<file path="src/rtl/pseudo_adc_pkg.sv">
package pseudo_adc_pkg;

  localparam int unsigned DW     = 32;
  localparam int unsigned ACC_W  = 12;
  localparam int unsigned STAT_W = 6;
  localparam int unsigned OFS_W  = 12;

  // control-2 bit positions, control-1 resolution field position
  localparam int unsigned B_ON    = 0;
  localparam int unsigned B_ALIGN = 11;
  localparam int unsigned B_START = 30;
  localparam int unsigned B_RES   = 24;

  localparam logic [DW-1:0] WDHI_RST = 32'h0000_0FFF;

  typedef struct packed {
    logic stat;
    logic ctla;
    logic ctlb;
    logic smpa;
    logic smpb;
    logic iofs;
    logic wdhi;
    logic wdlo;
    logic seqa;
    logic seqb;
    logic seqc;
    logic iseq;
    logic idat;
    logic rdat;
  } hit_t;

  function automatic logic [ACC_W-1:0] res_mask(input logic [1:0] r);
    case (r)
      2'd0:    return 12'hFFF;
      2'd1:    return 12'h3FF;
      2'd2:    return 12'h0FF;
      default: return 12'h03F;
    endcase
  endfunction

  function automatic logic [ACC_W-1:0] conv_next(input logic [ACC_W-1:0] a,
                                                 input logic [1:0] r,
                                                 input logic [ACC_W-1:0] step);
    return (a + step) & res_mask(r);
  endfunction

  function automatic logic [DW-1:0] place_sample(input logic [ACC_W-1:0] a,
                                                 input logic left);
    logic [DW-1:0] w;
    w = {{(DW-ACC_W){1'b0}}, a};
    return left ? ((w << 1) & 32'h0000_FFF0) : w;
  endfunction

endpackage

</file>
<file path="src/rtl/padc_decode.sv">
module padc_decode
  import pseudo_adc_pkg::*;
#(
  parameter int ADDR_W       = 12,
  parameter int WINDOW_BYTES = 256,
  parameter int N_INJ        = 4
) (
  input  logic [ADDR_W-1:0]                     addr,
  output hit_t                                  hit,
  output logic [((N_INJ > 1) ? $clog2(N_INJ) : 1)-1:0] inj,
  output logic                                  known
);
  localparam int INJ_W  = (N_INJ > 1) ? $clog2(N_INJ) : 1;
  localparam int I_IOFS = 5;
  localparam int I_WDHI = I_IOFS + N_INJ;
  localparam int I_WDLO = I_WDHI + 1;
  localparam int I_SEQA = I_WDLO + 1;
  localparam int I_ISEQ = I_SEQA + 3;
  localparam int I_IDAT = I_ISEQ + 1;
  localparam int I_RDAT = I_IDAT + N_INJ;

  logic in_win;
  int   idx;

  always_comb begin
    hit    = '0;
    inj    = '0;
    in_win = (32'(addr) < 32'(WINDOW_BYTES)) && (addr[1:0] == 2'b00);
    idx    = int'(32'(addr) >> 2);
    if (in_win) begin
      if (idx == 0)                              hit.stat = 1'b1;
      else if (idx == 1)                         hit.ctla = 1'b1;
      else if (idx == 2)                         hit.ctlb = 1'b1;
      else if (idx == 3)                         hit.smpa = 1'b1;
      else if (idx == 4)                         hit.smpb = 1'b1;
      else if (idx >= I_IOFS && idx < I_WDHI) begin
        hit.iofs = 1'b1;
        inj      = INJ_W'(idx - I_IOFS);
      end
      else if (idx == I_WDHI)                    hit.wdhi = 1'b1;
      else if (idx == I_WDLO)                    hit.wdlo = 1'b1;
      else if (idx == I_SEQA)                    hit.seqa = 1'b1;
      else if (idx == I_SEQA + 1)                hit.seqb = 1'b1;
      else if (idx == I_SEQA + 2)                hit.seqc = 1'b1;
      else if (idx == I_ISEQ)                    hit.iseq = 1'b1;
      else if (idx >= I_IDAT && idx < I_RDAT) begin
        hit.idat = 1'b1;
        inj      = INJ_W'(idx - I_IDAT);
      end
      else if (idx == I_RDAT)                    hit.rdat = 1'b1;
    end
    known = |hit;
  end
endmodule

</file>
<file path="src/rtl/padc_sample_gen.sv">
module padc_sample_gen
  import pseudo_adc_pkg::*;
#(
  parameter int STEP = 7
) (
  input  logic [ACC_W-1:0] acc_q,
  input  logic [1:0]       res,
  input  logic             left,
  output logic [ACC_W-1:0] acc_next,
  output logic [DW-1:0]    sample
);
  assign acc_next = conv_next(acc_q, res, ACC_W'(STEP));
  assign sample   = place_sample(acc_next, left);
endmodule

</file>
<file path="src/rtl/pseudo_adc_regs.sv">
module pseudo_adc_regs
  import pseudo_adc_pkg::*;
#(
  parameter int ADDR_W       = 12,
  parameter int WINDOW_BYTES = 256,
  parameter int N_INJ        = 4,
  parameter int STEP         = 7
) (
  input  logic              clk,
  input  logic              rst_n,
  input  logic              req,
  input  logic              wr,
  input  logic [ADDR_W-1:0] addr,
  input  logic [31:0]       wdata,
  output logic [31:0]       rdata,
  output logic              err
);
  localparam int INJ_W = (N_INJ > 1) ? $clog2(N_INJ) : 1;

  hit_t             hit;
  logic [INJ_W-1:0] inj;
  logic             known;

  logic [STAT_W-1:0] stat_q;
  logic [DW-1:0]     ctla_q, ctlb_q, smpa_q, smpb_q, wdhi_q, wdlo_q;
  logic [DW-1:0]     seqa_q, seqb_q, seqc_q, iseq_q;
  logic [ACC_W-1:0]  acc_q, acc_next;
  logic [DW-1:0]     sample, rd_mux, rdata_q;
  logic              err_q;

  logic [OFS_W-1:0]  iofs_v [N_INJ];
  logic [DW-1:0]     idat_v [N_INJ];

  // named internal events
  logic       rd_en, wr_en, conv_fire, hit_rdat, hit_ctlb;
  logic [1:0] res_sel;

  assign rd_en     = req & ~wr;
  assign wr_en     = req & wr;
  assign hit_rdat  = hit.rdat;
  assign hit_ctlb  = hit.ctlb;
  assign res_sel   = ctla_q[B_RES+1:B_RES];
  assign conv_fire = rd_en & hit.rdat & ctlb_q[B_ON] & ctlb_q[B_START];

  padc_decode #(.ADDR_W(ADDR_W), .WINDOW_BYTES(WINDOW_BYTES), .N_INJ(N_INJ)) u_dec (
    .addr(addr), .hit(hit), .inj(inj), .known(known)
  );

  padc_sample_gen #(.STEP(STEP)) u_gen (
    .acc_q(acc_q), .res(res_sel), .left(ctlb_q[B_ALIGN]),
    .acc_next(acc_next), .sample(sample)
  );

  for (genvar i = 0; i < N_INJ; i++) begin : g_inj
    logic [OFS_W-1:0] ofs_q;
    logic [DW-1:0]    dat_q;
    always_ff @(posedge clk or negedge rst_n) begin
      if (!rst_n) begin
        ofs_q <= '0;
        dat_q <= '0;
      end else if (wr_en && inj == INJ_W'(i)) begin
        if (hit.iofs) ofs_q <= wdata[OFS_W-1:0];
        if (hit.idat) dat_q <= wdata;
      end
    end
    assign iofs_v[i] = ofs_q;
    assign idat_v[i] = dat_q;
  end

  always_comb begin
    rd_mux = '0;
    if (hit.stat)      rd_mux = {{(DW-STAT_W){1'b0}}, stat_q};
    else if (hit.ctla) rd_mux = ctla_q;
    else if (hit.ctlb) rd_mux = {4'b0000, ctlb_q[27:0]};
    else if (hit.smpa) rd_mux = smpa_q;
    else if (hit.smpb) rd_mux = smpb_q;
    else if (hit.iofs) rd_mux = {{(DW-OFS_W){1'b0}}, iofs_v[inj]};
    else if (hit.wdhi) rd_mux = wdhi_q;
    else if (hit.wdlo) rd_mux = wdlo_q;
    else if (hit.seqa) rd_mux = seqa_q;
    else if (hit.seqb) rd_mux = seqb_q;
    else if (hit.seqc) rd_mux = seqc_q;
    else if (hit.iseq) rd_mux = iseq_q;
    else if (hit.idat) rd_mux = idat_v[inj] - {{(DW-OFS_W){1'b0}}, iofs_v[inj]};
    else if (hit.rdat) rd_mux = conv_fire ? sample : '0;
  end

  always_ff @(posedge clk or negedge rst_n) begin
    if (!rst_n) begin
      stat_q  <= '0;
      ctla_q  <= '0;
      ctlb_q  <= '0;
      smpa_q  <= '0;
      smpb_q  <= '0;
      wdhi_q  <= WDHI_RST;
      wdlo_q  <= '0;
      seqa_q  <= '0;
      seqb_q  <= '0;
      seqc_q  <= '0;
      iseq_q  <= '0;
      acc_q   <= '0;
      rdata_q <= '0;
      err_q   <= 1'b0;
    end else begin
      err_q   <= req & ~known;
      rdata_q <= rd_en ? rd_mux : '0;
      if (wr_en) begin
        if (hit.stat) stat_q <= stat_q & wdata[STAT_W-1:0];
        if (hit.ctla) ctla_q <= wdata;
        if (hit.ctlb) ctlb_q <= wdata;
        if (hit.smpa) smpa_q <= wdata;
        if (hit.smpb) smpb_q <= wdata;
        if (hit.wdhi) wdhi_q <= wdata;
        if (hit.wdlo) wdlo_q <= wdata;
        if (hit.seqa) seqa_q <= wdata;
        if (hit.seqb) seqb_q <= wdata;
        if (hit.seqc) seqc_q <= wdata;
        if (hit.iseq) iseq_q <= wdata;
      end
      if (conv_fire) begin
        acc_q           <= acc_next;
        ctlb_q[B_START] <= 1'b0;
      end
    end
  end

  assign rdata = rdata_q;
  assign err   = err_q;
endmodule

</file>
<file path="config.mk">
export PLATFORM = sky130hd
export DESIGN_NAME = pseudo_adc_regs
export DESIGN_NICKNAME = d
export VERILOG_FILES = /design/src/rtl/pseudo_adc_pkg.sv /design/src/rtl/padc_decode.sv /design/src/rtl/padc_sample_gen.sv /design/src/rtl/pseudo_adc_regs.sv
export SDC_FILE = /design/constraint.sdc
export NUM_CORES = 1
export LEC_CHECK = 0
export BUFFER_PORTS_ARGS = -buffer_cell sky130_fd_sc_hd__buf_4
export CAP_MARGIN = 20
export CORE_AREA = 2 2 416 212
export CTS_CLUSTER_SIZE = 25
export DETAILED_ROUTE_END_ITERATION = 10
export DIE_AREA = 0 0 418 214
export HOLD_SLACK_MARGIN = 0.08
export PLACE_DENSITY = 0.56
export SETUP_SLACK_MARGIN = 0.3
export SLEW_MARGIN = 10
export SYNTH_ARGS = -nofsm -noshare
export SYNTH_HDL_FRONTEND = slang
export SYNTH_SLANG_ARGS = --single-unit
</file>
<file path="constraint.sdc">
create_clock -name clk -period 4.9 [get_ports clk]
set_input_delay 0.245 -clock clk [delete_from_list [all_inputs] [get_ports clk]]
set_output_delay 0.245 -clock clk [all_outputs]
set_load 0.02 [all_outputs]
</file>
### Word-level counts from Yosys, hierarchy flattened

Cells that the tools add are included.

* bits in latches: 0
* bits in writable memories: 0
* output and inout port bits: 33
* logic and storage cells: 163
* memories: 0
* memory bits (read-only): 0
* register bits after elaboration: 546

* shift operators: 0
* divide/modulo/power cells: 0
* multipliers: 0
* equal/unequal tests: 16
* reductions and logical operators: 34
* bitwise gates (word level): 11
* muxes and demuxes: 69
* add/subtract/negate cells: 4
* $lt $le $gt $ge: 6

Operators with widths (count)
* two-way mux 32 bit: 18
* binary-select mux 32 bit (select 2 bit): 1
* two-way mux 31 bit: 2
* equality test 10 x 5 -> 1 bit, second input constant: 6
* AND reduction 2 bit: 20
* two-way mux 12 bit: 3
* case mux 12 bit (3 select lines): 1
* logical NOT 32 bit: 1
* subtractor 32 x 12 -> 32 bit: 1
* two-way mux 2 bit: 15
* two-way mux 13 bit: 2
* binary-select mux 12 bit (select 2 bit): 1
* equality test 10 x 3 -> 1 bit, second input constant: 2
* two-way mux 1 bit: 16
* two-way mux 14 bit: 1
* OR reduction 14 bit: 1
* adder 12 x 3 -> 12 bit, second input constant: 1
* bitwise AND 12 bit: 1
* less-than comparator 12 x 9 -> 1 bit, second input constant: 1
* two-way mux 11 bit: 1
* equality test 10 x 2 -> 1 bit, second input constant: 1
* equality test 10 x 4 -> 1 bit, second input constant: 1
* equality test 10 x 6 -> 1 bit, second input constant: 1
* >= comparator 10 x 3 -> 1 bit, second input constant: 1
* 23 further kinds: 41

### Longest topological paths before layout

Gate-level depths: netlist (run 1).

* word-level depth: 35
* gate-level depth with buffers: 26
* depth with buffers taken out: 23

### Hierarchy

Synthesis (run 1) repeated with hierarchy kept, for this count alone.

* cell total of the unflattened synthesis: 2197
* area total of the unflattened synthesis: 26583.0 um^2

By module, submodules not included
* pseudo_adc_regs: sequential area each 13628.1 um^2, times used 1, area each 25504.5 um^2, cells an instance 2037
* padc_sample_gen: sequential area each 0.0 um^2, times used 1, area each 565.5 um^2, cells an instance 83
* padc_decode: sequential area each 0.0 um^2, times used 1, area each 513.0 um^2, cells an instance 77

### Worst setup path before layout (run 1)

No wires, ideal clock.

* path type: input -> register
* start: in addr[2]
* end: reg rdata_q[24], in the netlist rdata[24]
* cell stages on the path: 26
* arrival: 5685 ps
* buffers on the path: 4
* path slack: -923 ps
* path through: clkinv_1 clkbuf_1 ha_1 nand3b_1 a21boi_2 or4_1 clkbuf_1 a311oi_2 buf_2 buf_1 o22ai_1 nor2_1 ha_1 inv_1 fa_1 a21o_1 a21oi_1 o21ai_0 a41o_1 a31oi_1 nand4b_1 nor4_4 nand3_1 xnor2_1 a221oi_1 o22ai_1

* word-level cells in the longest chain between the ends: 35

RTL lines
* start, declared: line pseudo_adc_regs.sv:13 `input logic [ADDR_W-1:0] addr,`
* >= comparator 10 x 4 -> 1 bit / less-than comparator 10 x 5 -> 1 bit (equally long branches): line padc_decode.sv:46 `else if (idx >= I_IDAT && idx < I_RDAT) begin`
* logical AND 1 bit: line padc_decode.sv:46
* two-way mux 2 bit: line padc_decode.sv:46
* two-way mux 2 bit: line padc_decode.sv:45 `else if (idx == I_ISEQ) hit.iseq = 1'b1;`
* two-way mux 2 bit: line padc_decode.sv:44 `else if (idx == I_SEQA + 2) hit.seqc = 1'b1;`
* two-way mux 2 bit: line padc_decode.sv:43 `else if (idx == I_SEQA + 1) hit.seqb = 1'b1;`
* two-way mux 2 bit: line padc_decode.sv:42 `else if (idx == I_SEQA) hit.seqa = 1'b1;`
* two-way mux 2 bit: line padc_decode.sv:41 `else if (idx == I_WDLO) hit.wdlo = 1'b1;`
* [19 not listed]
* two-way mux 32 bit: line pseudo_adc_regs.sv:78 `else if (hit.wdhi) rd_mux = wdhi_q;`
* two-way mux 32 bit: line pseudo_adc_regs.sv:77 `else if (hit.iofs) rd_mux = {{(DW-OFS_W){1'b0}}, iofs_v[inj]};`
* two-way mux 32 bit: line pseudo_adc_regs.sv:76 `else if (hit.smpb) rd_mux = smpb_q;`
* two-way mux 32 bit: line pseudo_adc_regs.sv:75 `else if (hit.smpa) rd_mux = smpa_q;`
* two-way mux 32 bit: line pseudo_adc_regs.sv:74 `else if (hit.ctlb) rd_mux = {4'b0000, ctlb_q[27:0]};`
* two-way mux 32 bit: line pseudo_adc_regs.sv:73 `else if (hit.ctla) rd_mux = ctla_q;`
* two-way mux 32 bit *: line pseudo_adc_regs.sv:72 `if (hit.stat) rd_mux = {{(DW-STAT_W){1'b0}}, stat_q};`
* two-way mux 32 bit *: line pseudo_adc_regs.sv:106 `rdata_q <= rd_en ? rd_mux : '0;`
* end signal, assigned: line pseudo_adc_regs.sv:106
* end, declared: line pseudo_adc_regs.sv:28 `logic [DW-1:0] sample, rd_mux, rdata_q;`

Mark *: on every way between the ends. The rest lies on a longest branch, timed or not. The select of a mux whose other input is x is not followed.
A chain may end at the register's enable or synchronous reset.

### Worst setup path after layout (run 1)

* start: in addr[3]
* end: reg rdata_q[24], in the netlist rdata[24]

The elaborated chain is that of the path after synthesis.

==> results.sh, run 1 <==
export IMPL_status="finished, final reports clean"
export IMPL_cts_tree="yes"
export IMPL_p_leak_nw=14.9
export IMPL_critPathCaptureType="flip-flop"
export IMPL_clk_latency_ns=0.61
export IMPL_reg2reg_from="g_inj[0].dat_q[0]"
export IMPL_p_per_area_nw_per_um2=302
export IMPL_hp_start="wdata[6]"
export IMPL_dieArea_sq_um=89500
export IMPL_cts_root_buf="clkbuf_16"
export IMPL_die_height_um=214
export IMPL_max_slew_worst_pin_slew_ns=1.05
export IMPL_drt_iter0_drc=1534
export IMPL_cp_start_kind="input pin"
export IMPL_crit_type="input pin to flip-flop"
export IMPL_skew_ns=0.0165
export IMPL_finalCritPeriodShare=0.922
export IMPL_grt_antenna_before_repair=2
export IMPL_placed_cell_area_sq_um=28700
export IMPL_reg2reg_depth=17
export IMPL_hpwlAfterDp_mm=57.6
export IMPL_final_cell_mix="dfrtp_1, mux2_2, buf_4"
export IMPL_postRouteAntennaNets=0
export IMPL_clockBufferDepth=3
export IMPL_final_common_cell="dfrtp_1"
export IMPL_avgRoutedWirePerCell_um=24.8
export IMPL_io_buffers=80
export IMPL_fin_crit_ns=4.52
export IMPL_io_pins=81
export IMPL_yosysWarningCount=0
export IMPL_route_detailed_drc=0
export IMPL_htree_levels=2
export IMPL_maxSlewViolCount=0
export IMPL_nFillCells=8264
export IMPL_syn_inst=2078
export IMPL_slowest_delay_ns=0.33
export IMPL_grt_max_degree=124
export IMPL_async_flop_share=1.00
export IMPL_final_area_sq_um=31200
export IMPL_power_total_mw=9.43
export IMPL_placementRows=76
export IMPL_dp_cells=3304
export IMPL_synth_cell_types=83
export IMPL_fin_cells=3446
export IMPL_wl_mm=85.4
export IMPL_syn2layout_area_growth_pct=22.2
export IMPL_viasPerCell=5.48
export IMPL_timing_rr_end="rdata[24]"
export IMPL_cp_slowest_cell="fa_2"
export IMPL_arrival_ns=5.00
export IMPL_die_x_um=418
export IMPL_cts_clk_slew_worst_paths_ns=0.06
export IMPL_crit_fanout=5
export IMPL_vdd_drop_max_mv=0.239
export IMPL_core_area_sq_um=85500
export IMPL_hold_path_end="g_inj[0].dat_q[6]"
export IMPL_dr_total_vias=18900
export IMPL_overflow=0
export IMPL_ys_seq_area_frac=0.533
export IMPL_setup_viol=0
export IMPL_synth_edff_count=0
export IMPL_hold_viol_final=0
export IMPL_fmax_mhz=221
export IMPL_postLayoutCoreUtil=0.365
export IMPL_hold_path_class="input pin to flip-flop"
export IMPL_synth_ff_latch_count=544
export IMPL_cts_buffers=55
export IMPL_drv_cap=0
export IMPL_netlist_area_sq_um=25500
export IMPL_r2r_slack_ns=1.21
export IMPL_firstDrtPassIters=5
export IMPL_worst_slack_ns=0.381
export IMPL_fin_nets=2340
export IMPL_gp_congestion=0.904
export IMPL_rsz0062_at_grt="true"
export IMPL_post_synth_cell_area_avg_sq_um=12.3
export IMPL_initial_core_util=0.299
export IMPL_grt_pass1_vias=19200
export IMPL_grt_util_all_layers=0.188
export IMPL_post_place_ws_ns=-0.421
export IMPL_holdPathStages=2
export IMPL_grt_pass1_wl_mm=128
export IMPL_path_common_cell="buf_4"
export IMPL_drive_above_1_share=0.402
export IMPL_synth_nets=2146
export IMPL_synth_ff_type="dfrtp_1"
export IMPL_required_ns=5.38
export IMPL_clock_sinks=544
export IMPL_slew_headroom=0.295
[worst max path at each step]
stage                 start   endpoint  slack (ns)  cells past startpoint
finish              addr[3]  rdata[24]        0.38                     30
global route        addr[3]  rdata[24]        0.14                     27
CTS                 addr[2]  rdata[24]        0.31                     23
detailed placement  addr[3]  rdata[24]       -0.42                     26
global placement    addr[2]  rdata[24]       -0.38                     25
floorplan           addr[2]  rdata[24]       -0.03                     25
[metal layers]
layer / track usage / part of all wire / vias up / routed length (um)
met5: 0 / 0 / - / 0
li1: - / - / 8171 / -
met4: 0.0486 / 0.025 / 0 / 2130
met3: 0.0274 / 0.055 / 117 / 4710
met1: 0.268 / 0.46 / 10000 / 39300
met2: 0.300 / 0.46 / 539 / 39300
[Yosys cell counts, types with 14 or more instances]
cell | instances | share of area
xnor2_1 | 23 | 0.0079
o21ai_0 | 57 | 0.011
mux2_2 | 475 | 0.21
buf_1 | 37 | 0.0054
mux2_1 | 19 | 0.0084
xor2_1 | 18 | 0.0062
mux2i_1 | 20 | 0.0078
nor3_1 | 22 | 0.0043
nand4_1 | 19 | 0.0047
a221oi_1 | 31 | 0.011
o221ai_1 | 35 | 0.012
a222oi_1 | 16 | 0.0063
o22ai_1 | 37 | 0.0091
clkbuf_1 | 123 | 0.018
nor4_1 | 16 | 0.0039
nand3_1 | 27 | 0.0053
a31oi_1 | 17 | 0.0042
dfrtp_1 | 532 | 0.52
ha_1 | 19 | 0.0093
a21oi_1 | 63 | 0.012
nand2_1 | 113 | 0.017
nor2_1 | 80 | 0.012
o22a_1 | 14 | 0.0048
a22oi_1 | 48 | 0.014
[sequential cells by signal (all words and copies together) (netlist names)]
name         cells
g_inj.dat_q    128
g_inj.ofs_q     48
ctla_q          32
iseq_q          32
rdata           32
seqa_q          32
seqb_q          32
seqc_q          32
smpa_q          32
smpb_q          32
wdhi_q          32
wdlo_q          32
ctlb_q          29
acc_q           12
stat_q           6
err              1
[repair_timing]
action                                 CTS  global route
hold buffers                            32             0
buffers inserted                         0             9
setup endpoints to repair                6            18
resized for setup                        7            35
endpoints found under the hold margin  470             0
pin swaps                                4            26
[where the power goes]
group | switching [mW] | internal [mW] | leakage [nW]
sequential | 0.00405 | 4.50 | 7.55
combinational | 0.352 | 0.199 | 6.41
clock | 1.82 | 2.56 | 0.913
total | 2.17 | 7.26 | 14.9
[critical path: cells and delay by family]
family	cells	cell delay (ns)
compound gates	11	1.81
xor+xnor	1	0.15
fa+ha+maj	3	0.71
buf+inv	10	1.33
simple gates	5	0.79
[through the flow]
step	hold slack [ns]	TNS, ns
4_1_cts	0.0808	0
6_report	0.0969	0
3_5_place_dp	0.415	-5.15
2_1_floorplan	-0.0506	-0.0350
5_1_grt	0.0956	0
3_3_place_gp	0.405	-3.69
[layout make-up]
class / count / area [sq um] / area share
antenna: 1 / 2.50 / 0.0000802
clock buffer: 87 / 1690 / 0.0541
clock inverter: 12 / 180 / 0.00577
inverter: 14 / 82.6 / 0.00265
multi-input combinational: 1350 / 11600 / 0.373
sequential: 544 / 13600 / 0.437
tap: 1131 / 1420 / 0.0453
timing repair buffer: 307 / 2590 / 0.0830
[cell families after synthesis]
| kind of cell | Yosys count | share of synthesized area |
|---|---|---|
| XOR/XNOR | 41 | 0.0141 |
| flip-flops | 544 | 0.533 |
| multiplexers | 514 | 0.226 |
| AO/OA/AOI/OAI | 430 | 0.123 |
| adder cells (fa/ha/maj) | 20 | 0.0101 |
| buffers and inverters | 184 | 0.0275 |
| AND/OR/NAND/NOR | 345 | 0.0666 |
Note: power is estimated with default switching activity, not from simulation.
==> run 2: changes to the inputs <==
- REMOVE_ABC_BUFFERS: unset -> 1
==> run 2 against run 1 <==
Effect of this change: clock skew is 0.012 ns higher; via count up 0.25%; utilization hardly changed; die area is the same; total power rose by 1.1%; worst setup slack lost 0.0027 ns; sequential share of layout area hardly changed; maximum frequency is essentially flat; register-to-register slack worse by 0.07 ns.
==> results.sh, run 2 (same netlist as run 1, synthesis figures left out) <==
export IMPL_cts_buffers=55
export IMPL_fin_cells=3453
export IMPL_fin_crit_ns=4.52
export IMPL_arrival_ns=5.01
export IMPL_drv_cap=0
export IMPL_power_total_mw=9.53
export IMPL_largest_register="g_inj.dat_q"
export IMPL_overflow=0
export IMPL_cts_root_buf="clkbuf_16"
export IMPL_grt_max_degree=169
export IMPL_maxSlewViolCount=0
export IMPL_initial_core_util=0.299
export IMPL_finalCritPeriodShare=0.923
export IMPL_hold_viol_final=0
export IMPL_dr_total_vias=18900
export IMPL_grt_util_met1=0.271
export IMPL_final_cell_mix="dfrtp_1, mux2_2, buf_4"
export IMPL_p_leak_nw=14.9
export IMPL_crit_fanout=10
export IMPL_reg_largest_list="g_inj.dat_q x128, g_inj.ofs_q x48"
export IMPL_fin_nets=2344
export IMPL_worst_slack_ns=0.378
export IMPL_io_pins=81
export IMPL_postRouteAntennaNets=0
export IMPL_met3_usage=0.0384
export IMPL_crit_type="input pin to flip-flop"
export IMPL_dp_cells=3297
export IMPL_grt_pass1_wl_mm=127
export IMPL_gp_congestion=0.873
export IMPL_rsz0062_at_grt="true"
export IMPL_clk_latency_ns=0.63
export IMPL_grt_pass1_vias=19300
export IMPL_clockBufferDepth=3
export IMPL_route_detailed_drc=0
export IMPL_critPathLaunch="addr[3]"
export IMPL_cp_start_kind="input pin"
export IMPL_fmax_mhz=221
export IMPL_syn2layout_area_growth_pct=22.3
export IMPL_slowest_delay_ns=0.28
export IMPL_vdd_drop_max_mv=0.245
export IMPL_die_height_um=214
export IMPL_drt_iter0_drc=1817
export IMPL_grt_antenna_before_repair=7
export IMPL_die_x_um=418
export IMPL_hold_path_class="input pin to flip-flop"
export IMPL_viasPerCell=5.48
export IMPL_grt_busiest_layer="met2"
export IMPL_postLayoutCoreUtil=0.366
export IMPL_hpwlAfterDp_mm=55.7
export IMPL_critPathCaptureType="flip-flop"
export IMPL_largest_register_ffs=128
export IMPL_placementRows=76
export IMPL_max_slew_worst_pin_slew_ns=1.12
export IMPL_clock_sinks=544
export IMPL_cts_tree="yes"
export IMPL_setup_viol=0
export IMPL_reg2reg_from="g_inj[0].dat_q[0]"
export IMPL_cp_slowest_cell="ha_1"
export IMPL_htree_levels=2
export IMPL_core_area_sq_um=85500
export IMPL_finalSetupTns_ns=0
export IMPL_final_common_cell="dfrtp_1"
export IMPL_grt_util_all_layers=0.188
export IMPL_required_ns=5.39
export IMPL_io_buffers=80
export IMPL_post_place_ws_ns=-0.601
export IMPL_use_met2=0.280
export IMPL_drive_above_1_share=0.409
export IMPL_cts_clk_slew_worst_paths_ns=0.06
export IMPL_firstDrtPassIters=6
export IMPL_avgRoutedWirePerCell_um=24.8
export IMPL_p_per_area_nw_per_um2=305
export IMPL_wl_mm=85.8
export IMPL_status="finished, final reports clean"
export IMPL_nFillCells=8180
export IMPL_slew_headroom=0.247
export IMPL_skew_ns=0.0281
export IMPL_hp_start="wdata[21]"
export IMPL_dieArea_sq_um=89500
-- run 2: changes by cell type in the layout (fill, tap and decap cells not counted), sizes merged, moves of 2 or more --
cell,change
buf,+5
bufinv,+2
clkbuf,-7
clkinv,+6
-- run 2: path summary, 6_finish.rpt --
check	end	slack, ns	cells past startpoint
max	rdata[6]	0.38	32
min	g_inj[0].dat_q[21]	0.11	2
max reg2reg	rdata[6]	1.14	22
min reg2reg	stat_q[3]	0.49	1
max in group asynchronous	seqb_q[18]	3.40	3
min in group asynchronous	g_inj[3].dat_q[8]	0.14	2
-- run 2: stage by stage --
stage / instance area (sq um) / hold WS, ns
2_1_floorplan: 24900 / -0.0506
3_3_place_gp: 28400 / 0.220
3_5_place_dp: 28400 / 0.224
4_1_cts: 30800 / 0.0929
5_1_grt: 31200 / 0.118
6_report: 31300 / 0.107
-- run 2: repair_timing --
action	4_1_cts	5_1_grt
buffers inserted	6	15
pin swaps	16	39
gates resized for setup	20	60
hold buffers	31	0
hold endpoints to repair	353	0
endpoints found under the setup margin	17	20
-- run 2: power breakdown --
part / internal (mW) / total, mW / leakage, nW / switching [mW]
Clock: 2.61 / 4.45 / 0.936 / 1.84
Combinational: 0.206 / 0.582 / 6.42 / 0.376
Sequential: 4.50 / 4.50 / 7.55 / 0.00418
Total: 7.31 / 9.53 / 14.9 / 2.22
-- run 2: metal layers --
metal  vias up  part of all wire  routed length (um)
met1      9885              0.46               39600
met5         -          0.000082                   7
met2       696              0.43               37200
met4         2             0.033                2810
li1       8169                 -                   -
met3       172             0.071                6120
-- run 2: final cells by class --
class,count,area (sq um),share of cell area
diodes,2,5.00,0.000160
clock buffers,80,1620,0.0519
clock inverters,21,279,0.00893
inverters,14,60.1,0.00192
multi-input cells,1350,11700,0.374
flip-flops and latches,544,13600,0.436
well taps,1131,1420,0.0453
repair buffers,311,2570,0.0822
-- run 2: critical path: cells and delay by family --
family	cells	cell delay (ns)
AOI/OAI and AO/OA	11	1.63
adders and majority gates	2	0.50
and+or+nand+nor	3	0.42
xor gates and xnor gates	1	0.19
muxes	1	0.23
buffers and inverters	14	1.79
==> run 3: changes to the inputs <==
==> constraint.sdc (replaced) <==
create_clock -name clk -period 4.9 [get_ports clk]
set_input_delay 0.49 -clock clk [delete_from_list [all_inputs] [get_ports clk]]
set_output_delay 0.49 -clock clk [all_outputs]
set_load 0.02 [all_outputs]
==> run 3 against run 2 <==
Effect of this change: cell count is 0.55% lower; critical endpoint unchanged; largest power group is now the clock network; combinational power rose by 3%; maximum frequency down 2.9%; largest cell class unchanged; critical path depth decreased by 4.
==> results.sh, run 3 (same netlist as run 1, synthesis figures left out) <==
export IMPL_crit_type="input pin to flip-flop"
export IMPL_dieArea_sq_um=89500
export IMPL_p_seq_frac=0.468
export IMPL_skew_ns=0.0217
export IMPL_critPathLaunch="addr[2]"
export IMPL_die_x_um=418
export IMPL_p_leak_nw=14.9
export IMPL_rsz0062_at_grt="true"
export IMPL_nFillCells=8140
export IMPL_route_detailed_drc=0
export IMPL_wl_mm=85.8
export IMPL_clockBufferDepth=3
export IMPL_fmax_mhz=215
export IMPL_grt_antenna_before_repair=5
export IMPL_drt_iter0_drc=1711
export IMPL_fin_crit_ns=4.66
export IMPL_sw_frac_of_total=0.239
export IMPL_p_per_area_nw_per_um2=306
export IMPL_final_common_cell="dfrtp_1"
export IMPL_clock_sinks=544
export IMPL_post_place_ws_ns=-0.893
export IMPL_p_int_mw=7.32
export IMPL_required_ns=5.41
export IMPL_vdd_drop_max_mv=0.258
export IMPL_max_slew_worst_pin_slew_ns=1.12
export IMPL_avgRoutedWirePerCell_um=25.0
export IMPL_maxSlewViolCount=0
export IMPL_grt_util_all_layers=0.188
export IMPL_placementRows=76
export IMPL_io_buffers=80
export IMPL_postRouteAntennaNets=0
export IMPL_grt_pass1_vias=19200
export IMPL_setup_viol=0
export IMPL_reg2reg_depth=21
export IMPL_reg_largest_list="g_inj.dat_q x128, g_inj.ofs_q x48"
export IMPL_htree_levels=2
export IMPL_combPwrFrac=0.062
export IMPL_power_total_mw=9.61
export IMPL_fin_nets=2323
export IMPL_dr_total_vias=18900
export IMPL_grt_pass1_wl_mm=127
export IMPL_hold_path_end="iseq_q[18]"
export IMPL_viasPerCell=5.50
export IMPL_finalSetupTns_ns=0
export IMPL_final_cell_mix="dfrtp_1, mux2_2, buf_4"
export IMPL_drive_above_1_share=0.432
export IMPL_hold_path_class="input pin to flip-flop"
export IMPL_status="finished, final reports clean"
export IMPL_io_pins=81
export IMPL_overflow=0
export IMPL_hold_viol_final=0
export IMPL_cts_clk_slew_worst_paths_ns=0.07
export IMPL_initial_core_util=0.299
export IMPL_core_area_sq_um=85500
export IMPL_hp_start="wdata[18]"
export IMPL_cp_start_kind="input pin"
export IMPL_cts_root_buf="clkbuf_16"
export IMPL_gp_congestion=0.874
export IMPL_largest_register="g_inj.dat_q"
export IMPL_timing_rr_end="rdata[6]"
export IMPL_die_height_um=214
export IMPL_finalCritPeriodShare=0.950
export IMPL_firstDrtPassIters=5
export IMPL_cts_buffers=55
export IMPL_largest_register_ffs=128
export IMPL_clk_latency_ns=0.64
export IMPL_crit_fanout=4
export IMPL_grt_max_degree=131
export IMPL_reg2reg_from="g_inj[0].dat_q[0]"
export IMPL_hpwlAfterDp_mm=56.8
export IMPL_cts_tree="yes"
export IMPL_critPathCaptureType="flip-flop"
export IMPL_arrival_ns=5.17
export IMPL_r2r_slack_ns=1.11
export IMPL_p_switching_mw=2.29
export IMPL_worst_slack_ns=0.243
export IMPL_drv_cap=0
export IMPL_power_share_clock=0.469
export IMPL_slew_headroom=0.252
export IMPL_syn2layout_area_growth_pct=22.9
export IMPL_holdPathStages=2
run 3: cell count changes in the layout (fill, tap and decap cells not counted), sizes merged:
| cell | delta |
|---|---|
| bufinv | +1 |
| inv | +1 |
| clkbuf | -9 |
| dlygate4sd3 | -30 |
| clkinv | +11 |
| clkinvlp | -1 |
| buf | +9 |
| diode | -1 |
run 3: layout make-up:
cell class	instances	area (sq um)	area share
Inverter	14	67.6	0.00215
Timing Repair Buffer	290	2370	0.0756
Multi-Input combinational cell	1350	12000	0.381
Sequential cell	544	13600	0.434
Antenna cell	1	2.50	0.0000797
Clock inverter	33	395	0.0126
Tap cell	1131	1420	0.0451
Clock buffer	71	1550	0.0493
run 3: worst max-delay path, stage by stage:
cell	delay [ns]
buf_12	0.11
clkinv_8	0.05
ha_4	0.15
or4_4	0.51
and4_4	0.18
o22ai_4	0.19
o311ai_4	0.16
a22o_1	0.24
a221oi_2	0.26
ha_2	0.23
inv_2	0.04
fa_2	0.34
a21o_1	0.18
a21oi_2	0.18
buf_4	0.14
buf_4	0.10
buf_4	0.09
buf_4	0.09
buf_4	0.11
o21bai_1	0.06
a21oi_1	0.17
xor2_1	0.18
buf_4	0.16
o221ai_1	0.11
o221ai_1	0.12
o211ai_1	0.21
mux2i_1	0.20
a21oi_1	0.10
run 3: what timing repair did:
item / in CTS / in global routing
pin swaps: 25 / 52
buffers inserted: 15 / 14
hold buffers: 1 / 0
hold endpoints to repair: 95 / 0
resized for setup: 46 / 91
cloned: 1 / 0
endpoints found under the setup margin: 24 / 24
run 3: routing by layer:
metal | track usage | up-vias | wire (um)
met3 | 0.0452 | 151 | 6600
met2 | 0.288 | 613 | 38000
met4 | 0.0534 | 0 | 2360
met5 | 0 | - | 0
li1 | - | 8147 | -
met1 | 0.263 | 9965 | 38800
run 3: worst max-delay path by stage:
stage           endpoint  cells after the start
4_1_cts        rdata[24]                     26
5_1_grt         rdata[6]                     28
6_report        rdata[6]                     28
2_1_floorplan  rdata[24]                     20
3_5_place_dp   rdata[24]                     25
3_3_place_gp   rdata[21]                     25
run 3: power by group through the flow:
stage / Clock [mW] / Sequential, mW / Combinational, mW
2_1_floorplan: 0 / 4.59 / 0.145
4_1_cts: 4.59 / 4.50 / 0.538
3_5_place_dp: 0 / 4.59 / 0.515
3_3_place_gp: 0 / 4.59 / 0.510
6_report: 4.51 / 4.50 / 0.598
5_1_grt: 4.78 / 4.50 / 0.638
run 3: through the flow:
step	instance area, sq um	utilization	hold slack (ns)	cells
5_1_grt	31400	0.367	0.247	3434
6_report	31400	0.367	0.236	3434
3_5_place_dp	28500	0.333	0.478	3298
2_1_floorplan	24900	-	0.194	1908
3_3_place_gp	28500	0.333	0.470	3298
4_1_cts	30800	0.360	0.207	3419
